`config.mk`:
```
export PLATFORM = sky130hd
export DESIGN_NAME = lin_uart_stat_collector
export DESIGN_NICKNAME = d
export VERILOG_FILES = /design/src/rtl/lsc_pkg.sv /design/src/rtl/lsc_src_gate.sv /design/src/rtl/lsc_flag_bank.sv /design/src/rtl/lsc_irq_pulse.sv /design/src/rtl/lin_uart_stat_collector.sv
export SDC_FILE = /design/constraint.sdc
export NUM_CORES = 1
export LEC_CHECK = 0
export BUFFER_PORTS_ARGS = -buffer_cell sky130_fd_sc_hd__buf_4
export CAP_MARGIN = 40
export CORE_UTILIZATION = 33
export CTS_BUF_LIST = sky130_fd_sc_hd__clkbuf_8
export CTS_CLUSTER_SIZE = 12
export DETAILED_ROUTE_END_ITERATION = 8
export PLACE_DENSITY = 0.78
export SLEW_MARGIN = 40
export SYNTH_ARGS = -nofsm -noshare
export SYNTH_HDL_FRONTEND = slang
export SYNTH_SLANG_ARGS = --single-unit
```
`constraint.sdc`:
```
create_clock -name clk -period 1.6 [get_ports clk]
set_input_delay 0.32 -clock clk [delete_from_list [all_inputs] [get_ports clk]]
set_output_delay 0.32 -clock clk [all_outputs]
set_load 0.01 [all_outputs]
```
`src/rtl/lsc_pkg.sv`:
```
package lsc_pkg;
  localparam int NSRC  = 10;
  localparam int NFLAG = NSRC + 2;

  localparam int B_PAR   = 0;
  localparam int B_FRM   = 1;
  localparam int B_OVR   = 2;
  localparam int B_CMP   = 3;
  localparam int B_BRK   = 4;
  localparam int B_IDPAR = 5;
  localparam int B_CSUM  = 6;
  localparam int B_RSP   = 7;
  localparam int B_IDM   = 8;
  localparam int B_EXT   = 9;
  localparam int B_TXB   = 10;
  localparam int B_RXB   = 11;

  localparam logic [1:0] MODE_BRK_RX = 2'b10;

  typedef logic [NSRC-1:0] src_vec_t;

  // true when the transmitted and read-back bytes disagree in any bit
  function automatic logic bytes_differ(input logic [31:0] a, input logic [31:0] b);
    return |(a ^ b);
  endfunction

  // bits that go from 0 to 1 under a set mask
  function automatic src_vec_t fresh_bits(input src_vec_t set_v, input src_vec_t held_v);
    return set_v & ~held_v;
  endfunction

  // next value of a write-1-to-clear bank where a set beats a clear
  function automatic src_vec_t w1c_next(input src_vec_t held_v, input src_vec_t set_v,
                                        input logic wr, input src_vec_t mask);
    src_vec_t clr_v;
    clr_v = wr ? mask : '0;
    return set_v | (held_v & ~clr_v);
  endfunction
endpackage

```
`src/rtl/lsc_src_gate.sv`:
```
module lsc_src_gate
  import lsc_pkg::*;
#(
  parameter int DW = 8
) (
  input  logic          par_err_i,
  input  logic          frm_err_i,
  input  logic          ovr_err_i,
  input  logic          cmp_strobe_i,
  input  logic [DW-1:0] tx_byte_i,
  input  logic [DW-1:0] rx_byte_i,
  input  logic          brk_rx_i,
  input  logic          brk_tx_i,
  input  logic          idpar_err_i,
  input  logic          csum_err_i,
  input  logic          rsp_err_i,
  input  logic          id_match_i,
  input  logic          ext_bit_i,
  input  logic          lin_en_i,
  input  logic          auto_baud_i,
  input  logic [1:0]    rx_mode_i,
  input  logic          cmp_en_i,
  input  logic          ext_en_i,
  output src_vec_t      set_o
);
  // named mode windows, visible to assertions and waveforms
  logic lin_win, abr_win, brk_win, ext_win, cmp_win, mismatch;

  assign lin_win  = lin_en_i;
  assign abr_win  = lin_en_i & auto_baud_i;
  assign brk_win  = lin_en_i & (rx_mode_i == MODE_BRK_RX);
  assign ext_win  = ext_en_i;
  assign cmp_win  = lin_en_i & cmp_en_i;
  assign mismatch = bytes_differ(32'(tx_byte_i), 32'(rx_byte_i));

  always_comb begin
    set_o          = '0;
    set_o[B_PAR]   = par_err_i;
    set_o[B_FRM]   = frm_err_i;
    set_o[B_OVR]   = ovr_err_i;
    set_o[B_CMP]   = cmp_win & cmp_strobe_i & mismatch;
    set_o[B_BRK]   = brk_win & (brk_rx_i | brk_tx_i);
    set_o[B_IDPAR] = abr_win & idpar_err_i;
    set_o[B_CSUM]  = abr_win & csum_err_i;
    set_o[B_RSP]   = abr_win & rsp_err_i;
    set_o[B_IDM]   = ext_win & id_match_i;
    set_o[B_EXT]   = ext_win & ext_bit_i;
  end

  always_comb begin
    AST_LIN_ONLY: assert (lin_win || set_o[B_BRK:B_CMP] == '0);
  end
endmodule

```
`src/rtl/lsc_flag_bank.sv`:
```
module lsc_flag_bank
  import lsc_pkg::*;
(
  input  logic     clk,
  input  logic     rst,
  input  src_vec_t set_i,
  input  logic     wr_en_i,
  input  src_vec_t wr_data_i,
  input  logic     tx_busy_i,
  input  logic     rx_busy_i,
  output src_vec_t flags_o,
  output logic     tx_busy_o,
  output logic     rx_busy_o
);
  src_vec_t flag_d;

  assign flag_d = w1c_next(flags_o, set_i, wr_en_i, wr_data_i);

  generate
    for (genvar i = 0; i < NSRC; i++) begin : g_flag
      always_ff @(posedge clk) begin
        if (rst) flags_o[i] <= 1'b0;
        else     flags_o[i] <= flag_d[i];
      end

      AST_W1C_CLEARS: assert property (@(posedge clk) disable iff (rst)
        (wr_en_i && wr_data_i[i] && !set_i[i]) |=> !flags_o[i]);
      AST_SET_WINS: assert property (@(posedge clk) disable iff (rst)
        set_i[i] |=> flags_o[i]);
      AST_FLAG_HOLDS: assert property (@(posedge clk) disable iff (rst)
        (!set_i[i] && !(wr_en_i && wr_data_i[i])) |=> $stable(flags_o[i]));
    end
  endgenerate

  always_ff @(posedge clk) begin
    if (rst) begin
      tx_busy_o <= 1'b0;
      rx_busy_o <= 1'b0;
    end else begin
      tx_busy_o <= tx_busy_i;
      rx_busy_o <= rx_busy_i;
    end
  end

  AST_BUSY_TRACKS: assert property (@(posedge clk) disable iff (rst)
    1'b1 |=> (tx_busy_o == $past(tx_busy_i)) && (rx_busy_o == $past(rx_busy_i)));
endmodule

```
`src/rtl/lsc_irq_pulse.sv`:
```
module lsc_irq_pulse
  import lsc_pkg::*;
(
  input  logic     clk,
  input  logic     rst,
  input  src_vec_t set_i,
  input  src_vec_t flags_i,
  output logic     irq_o
);
  logic any_fresh;

  assign any_fresh = |fresh_bits(set_i, flags_i);

  always_ff @(posedge clk) begin
    if (rst) irq_o <= 1'b0;
    else     irq_o <= any_fresh;
  end

  AST_IRQ_HAS_RISE: assert property (@(posedge clk) disable iff (rst)
    irq_o |-> ((flags_i & ~$past(flags_i)) != '0));
endmodule

```
`src/rtl/lin_uart_stat_collector.sv`:
```
module lin_uart_stat_collector
  import lsc_pkg::*;
#(
  parameter int DW = 8
) (
  input  logic             clk,
  input  logic             rst,
  input  logic             par_err_i,
  input  logic             frm_err_i,
  input  logic             ovr_err_i,
  input  logic             cmp_strobe_i,
  input  logic [DW-1:0]    tx_byte_i,
  input  logic [DW-1:0]    rx_byte_i,
  input  logic             brk_rx_i,
  input  logic             brk_tx_i,
  input  logic             idpar_err_i,
  input  logic             csum_err_i,
  input  logic             rsp_err_i,
  input  logic             id_match_i,
  input  logic             ext_bit_i,
  input  logic             tx_busy_i,
  input  logic             rx_busy_i,
  input  logic             lin_en_i,
  input  logic             auto_baud_i,
  input  logic [1:0]       rx_mode_i,
  input  logic             cmp_en_i,
  input  logic             ext_en_i,
  input  logic             wr_en_i,
  input  logic [NSRC-1:0]  wr_data_i,
  output logic [NFLAG-1:0] status_o,
  output logic             irq_o
);
  src_vec_t src_set;
  src_vec_t flags_q;
  logic     tx_busy_q, rx_busy_q;

  lsc_src_gate #(.DW(DW)) u_gate (
    .par_err_i   (par_err_i),
    .frm_err_i   (frm_err_i),
    .ovr_err_i   (ovr_err_i),
    .cmp_strobe_i(cmp_strobe_i),
    .tx_byte_i   (tx_byte_i),
    .rx_byte_i   (rx_byte_i),
    .brk_rx_i    (brk_rx_i),
    .brk_tx_i    (brk_tx_i),
    .idpar_err_i (idpar_err_i),
    .csum_err_i  (csum_err_i),
    .rsp_err_i   (rsp_err_i),
    .id_match_i  (id_match_i),
    .ext_bit_i   (ext_bit_i),
    .lin_en_i    (lin_en_i),
    .auto_baud_i (auto_baud_i),
    .rx_mode_i   (rx_mode_i),
    .cmp_en_i    (cmp_en_i),
    .ext_en_i    (ext_en_i),
    .set_o       (src_set)
  );

  lsc_flag_bank u_bank (
    .clk      (clk),
    .rst      (rst),
    .set_i    (src_set),
    .wr_en_i  (wr_en_i),
    .wr_data_i(wr_data_i),
    .tx_busy_i(tx_busy_i),
    .rx_busy_i(rx_busy_i),
    .flags_o  (flags_q),
    .tx_busy_o(tx_busy_q),
    .rx_busy_o(rx_busy_q)
  );

  lsc_irq_pulse u_irq (
    .clk    (clk),
    .rst    (rst),
    .set_i  (src_set),
    .flags_i(flags_q),
    .irq_o  (irq_o)
  );

  assign status_o = {rx_busy_q, tx_busy_q, flags_q};

  AST_ABR_GATED: assert property (@(posedge clk) disable iff (rst)
    $rose(status_o[B_IDPAR]) |-> $past(lin_en_i && auto_baud_i));
  AST_BRK_GATED: assert property (@(posedge clk) disable iff (rst)
    $rose(status_o[B_BRK]) |-> $past(lin_en_i && rx_mode_i == MODE_BRK_RX));
  AST_EXT_GATED: assert property (@(posedge clk) disable iff (rst)
    $rose(status_o[B_IDM]) |-> $past(ext_en_i));
  AST_RESET_CLEAN: assert property (@(posedge clk)
    $past(rst) |-> (status_o == '0 && !irq_o));
  AST_IRQ_ONE_CYCLE: assert property (@(posedge clk) disable iff (rst)
    irq_o |=> (!irq_o || $past(|fresh_bits(src_set, flags_q))));
endmodule

```
=== Word-level counts from Yosys, hierarchy flattened ===
Cells that the tools add are included.

* Add/sub/neg operators: 0
* Multipliers: 0
* Div/mod/pow operators: 0
* $lt $le $gt $ge: 0
* Equal/unequal tests: 1
* Shifts and indexed selects: 0
* Multiplexer cells: 1
* Bitwise operators: 18
* Reductions and logical operators: 2

{| class="wikitable"
|+ Operators by type and width
! operator !! count
|-
| 32-bit OR reduction || 1
|-
| 10-bit AND || 2
|-
| 10-bit NOT || 2
|-
| 1-bit AND || 11
|-
| 10-bit 2-to-1 mux || 1
|-
| 10-bit OR || 1
|-
| 10-bit OR reduction || 1
|-
| 8-bit bitwise XOR || 1
|-
| 2-bit equality test (second input constant) || 1
|-
| 1-bit OR || 1
|}

* Bits in registers: 13
* Bits in latches: 0
* Memory bits (writable): 0
* Bits in read-only memories: 0
* Input bits: 48
* Logic and storage cells: 35
* Memories: 0

=== Logic depth before layout (Yosys ltp) ===
* Depth in word-level cells: 5
* Gate-level depth with buffers: 4
* Depth with buffers taken out: 4

=== Cells and area by module ===
From an unflattened synthesis, not the netlist that was laid out.

* Cells, all modules: 85
* Area, all modules: 790.8 µm²

{| class="wikitable"
|+ Modules (own cells, without submodules)
! module !! times used !! cells each !! area each (µm²)
|-
| lsc_flag_bank || 1 || 46 || 501.7
|-
| lsc_src_gate || 1 || 22 || 157.7
|-
| lsc_irq_pulse || 1 || 15 || 116.4
|-
| lin_uart_stat_collector || 1 || 2 || 15.0
|}

=== Worst setup path before layout ===
No wires, ideal clock.

* Path type: reg2reg
* From: register u_bank.flags_o[2]
* To: register u_irq.irq_o
* Library setup time: 0.132 ns
* Arrival time: 0.862 ns
* Data required time: 1.468 ns
* Slack: 0.607 ns
* Stages on the path, launching flop included: 5
* Path buffers: 0
* Cells stage by stage: dfxtp_1 -> nand2b_1 -> o221ai_1 -> a221oi_1 -> a31oi_1

* Longest elaborated chain between the ends: 3

{| class="wikitable"
|+ Ends and longest elaborated chain
! what !! line !! source
|-
| start, declared || lsc_flag_bank.sv:11 || <nowiki>output src_vec_t flags_o,</nowiki>
|-
| start signal, assigned by index || lsc_flag_bank.sv:23 || <nowiki>else flags_o[i] <= flag_d[i];</nowiki>
|-
| 10-bit NOT || lsc_pkg.sv:29 || <nowiki>return set_v & ~held_v;</nowiki>
|-
| 10-bit AND || lsc_pkg.sv:29 ||
|-
| 10-bit OR reduction || lsc_irq_pulse.sv:12 || <nowiki>assign any_fresh = |fresh_bits(set_i, flags_i);</nowiki>
|-
| end signal, assigned || lsc_irq_pulse.sv:16 || <nowiki>else irq_o <= any_fresh;</nowiki>
|-
| end, declared || lsc_irq_pulse.sv:8 || <nowiki>output logic irq_o</nowiki>
|}

No other way between the ends.
A chain may end at the register's enable or synchronous reset.

=== Worst setup path in the final report ===
* From: register u_bank.flags_o[8]
* To: output status_o[8]

{| class="wikitable"
|+ RTL lines
! what !! line !! source
|-
| end, declared || lin_uart_stat_collector.sv:30 || <nowiki>output logic [NFLAG-1:0] status_o,</nowiki>
|}

No word-level cell between the ends.

==> out/metrics.cfg <==
[critical_path]
crit_path_top_delay_cell = dfxtp_1
cp-start-kind = flop
cp-end-kind = output port
crit_family = flip-flops
crit_arrival_ns = 0.75
cpPeakStageDelay_ns = 0.37
crit_type = flop to output port
worstPathCellList = buf_4
critPathMaxFanout = 3
crit_buf_inv = 1
cp.required_ns = 1.28

[synthesis]
syn_area_per_cell_um2 = 8.09
synthFlopType = dfxtp_1
ys_seq_area_frac = 0.402
ys_types = 24
synth_edf_count = 0
ys_seq_elements = 13
synth_warnings = 0
synth_cells = 80
syn_nets = 128
async_reset_ff_frac = 0
netlist_area_um2 = 647

[floorplanning]
pin_count = 61
core_um2 = 1780
std_cell_rows = 15
die_y_um = 46.3
start_util = 0.363
die_area_um2 = 2140
die_w_um = 46.3

[timing]
fin_crit_sh = 0.667
tns_ns = 0
slew_headroom = 0.835
hold_viol = 0
worst_pin_slew_ns = 0.247
skew_ns = 0.00105
final_max_slew_viol_count = 0
min_period_ns = 1.07
fmaxAchievable_ghz = 0.937
rsz0062_at_grt = false
finalSetupViolations = 0

[final_layout]
final_common_cell = buf_4
area_growth_pct = 77.8
layout.nets = 189
drive_gt1_frac = 0.464
fin_util = 0.645
antenna_cells = 0
mostFrequentLayoutCells = buf_4, dfxtp_1, nand2_1, nor2_1

[route]
drtPass1Iterations = 4
drc_errors = 0
vias = 779
first_iter_violations = 20
wl_um = 1870
viasPerCell = 4.72
drt-wirelength-per-cell_um = 11.3
antenna_left = 0

[global_route]
grt_overflow = 0
grt_pass1_wl_um = 2570
grt_max_degree = 14
grt_pass1_vias = 666
track_usage = 0.174
antenna_found_initial = 0

[cts]
cts_tree = built
clock_latency_ns = 0.24
clkSlewWorstSetupHoldPaths_ns = 0.05
cts_max_path_buffers = 2
root_buffer = clkbuf_8
htree_levels = 1
cts_resized = 0
cts_buffers = 3
post_cts_buffers = 0
clock_sinks = 13
hold_buffers = 0

[pwr]
power_density_nw_per_um2 = 738
p_leak_nw = 0.566
ir_worst_vdd_mv = 0.590

[status]
run_status = finished, final reports clean

[job]
max_cap_violations = 0

[placement]
dp_hpwl_um = 1500
finalWeightedCongestion = 0.674
port_buffers = 60

[min_path]
hold_path_class = primary input to flop

==> cells in the mapped netlist, types with 2 or more instances <==
master | count | area share
nand2_1 | 11 | 0.064
a32oi_1 | 3 | 0.041
a21oi_1 | 5 | 0.039
dfxtp_1 | 13 | 0.40
xnor2_1 | 8 | 0.11
nor2b_1 | 2 | 0.019
nand2b_1 | 2 | 0.019
inv_1 | 7 | 0.041
a22oi_1 | 2 | 0.023
buf_4 | 2 | 0.023
nor2_1 | 10 | 0.058
nand4_1 | 2 | 0.019
o221ai_1 | 2 | 0.027
==> registers in the layout (all words and copies together), names as in the netlist <==
signal	cells
u_irq.irq_o	1
u_bank.rx_busy_o	1
u_bank.tx_busy_o	1
u_bank.flags_o	10
==> cell type report <==
class,instances,area [µm²]
Fill cell,156,633
Timing Repair Buffer,60,450
Multi-Input combinational cell,56,337
Sequential cell,13,260
Clock buffer,3,41.3
Tap cell,25,31.3
Inverter,7,26.3
Clock inverter,1,3.75
==> per-stage QoR <==
| stage | worst slack [ns] | hold WS (ns) | power (mW) | instance area (µm²) | std cells |
|---|---|---|---|---|---|
| 2_1_floorplan | 0.607 | 0.389 | 0.437 | 647 | 80 |
| 3_3_place_gp | 0.451 | 0.459 | 0.566 | 1100 | 161 |
| 3_5_place_dp | 0.455 | 0.473 | 0.570 | 1100 | 161 |
| 4_1_cts | 0.528 | 0.287 | 0.860 | 1150 | 165 |
| 5_1_grt | 0.471 | 0.293 | 0.896 | 1150 | 165 |
| 6_report | 0.533 | 0.292 | 0.849 | 1150 | 165 |
==> worst paths after layout <==
kind | slack [ns] | to | depth (start not counted) | startpoint
setup / recovery | 0.53 | status_o[8] | 1 | u_bank.flags_o[8]
hold / removal | 0.29 | u_bank.flags_o[1] | 3 | frm_err_i
setup reg to reg | 0.57 | u_irq.irq_o | 4 | u_bank.flags_o[2]
hold reg to reg | 0.49 | u_bank.flags_o[3] | 2 | u_bank.flags_o[3]
==> per-layer routing <==
layer,wire [µm],up-vias,track usage
met1,735,349,0.186
li1,-,393,-
met2,969,37,0.310
met4,0,0,0.0529
met5,0,-,0
met3,161,0,0.0706
==> logic make-up (layout without fill, tap and decap cells) <==
group / count (synthesis) / count (layout) / synth area share
buffers and inverters: 11 / 71 / 0.0774
flip-flops: 13 / 13 / 0.402
XOR/XNOR: 8 / 8 / 0.108
AO/OA/AOI/OAI: 17 / 17 / 0.184
AND/OR/NAND/NOR: 31 / 31 / 0.228
==> power by group <==
| part | total, mW | internal (mW) | switching [mW] |
|---|---|---|---|
| Sequential | 0.355 | 0.343 | 0.0119 |
| Combinational | 0.208 | 0.132 | 0.0764 |
| Clock | 0.286 | 0.169 | 0.117 |
Note: power is estimated with default switching activity, not from simulation.
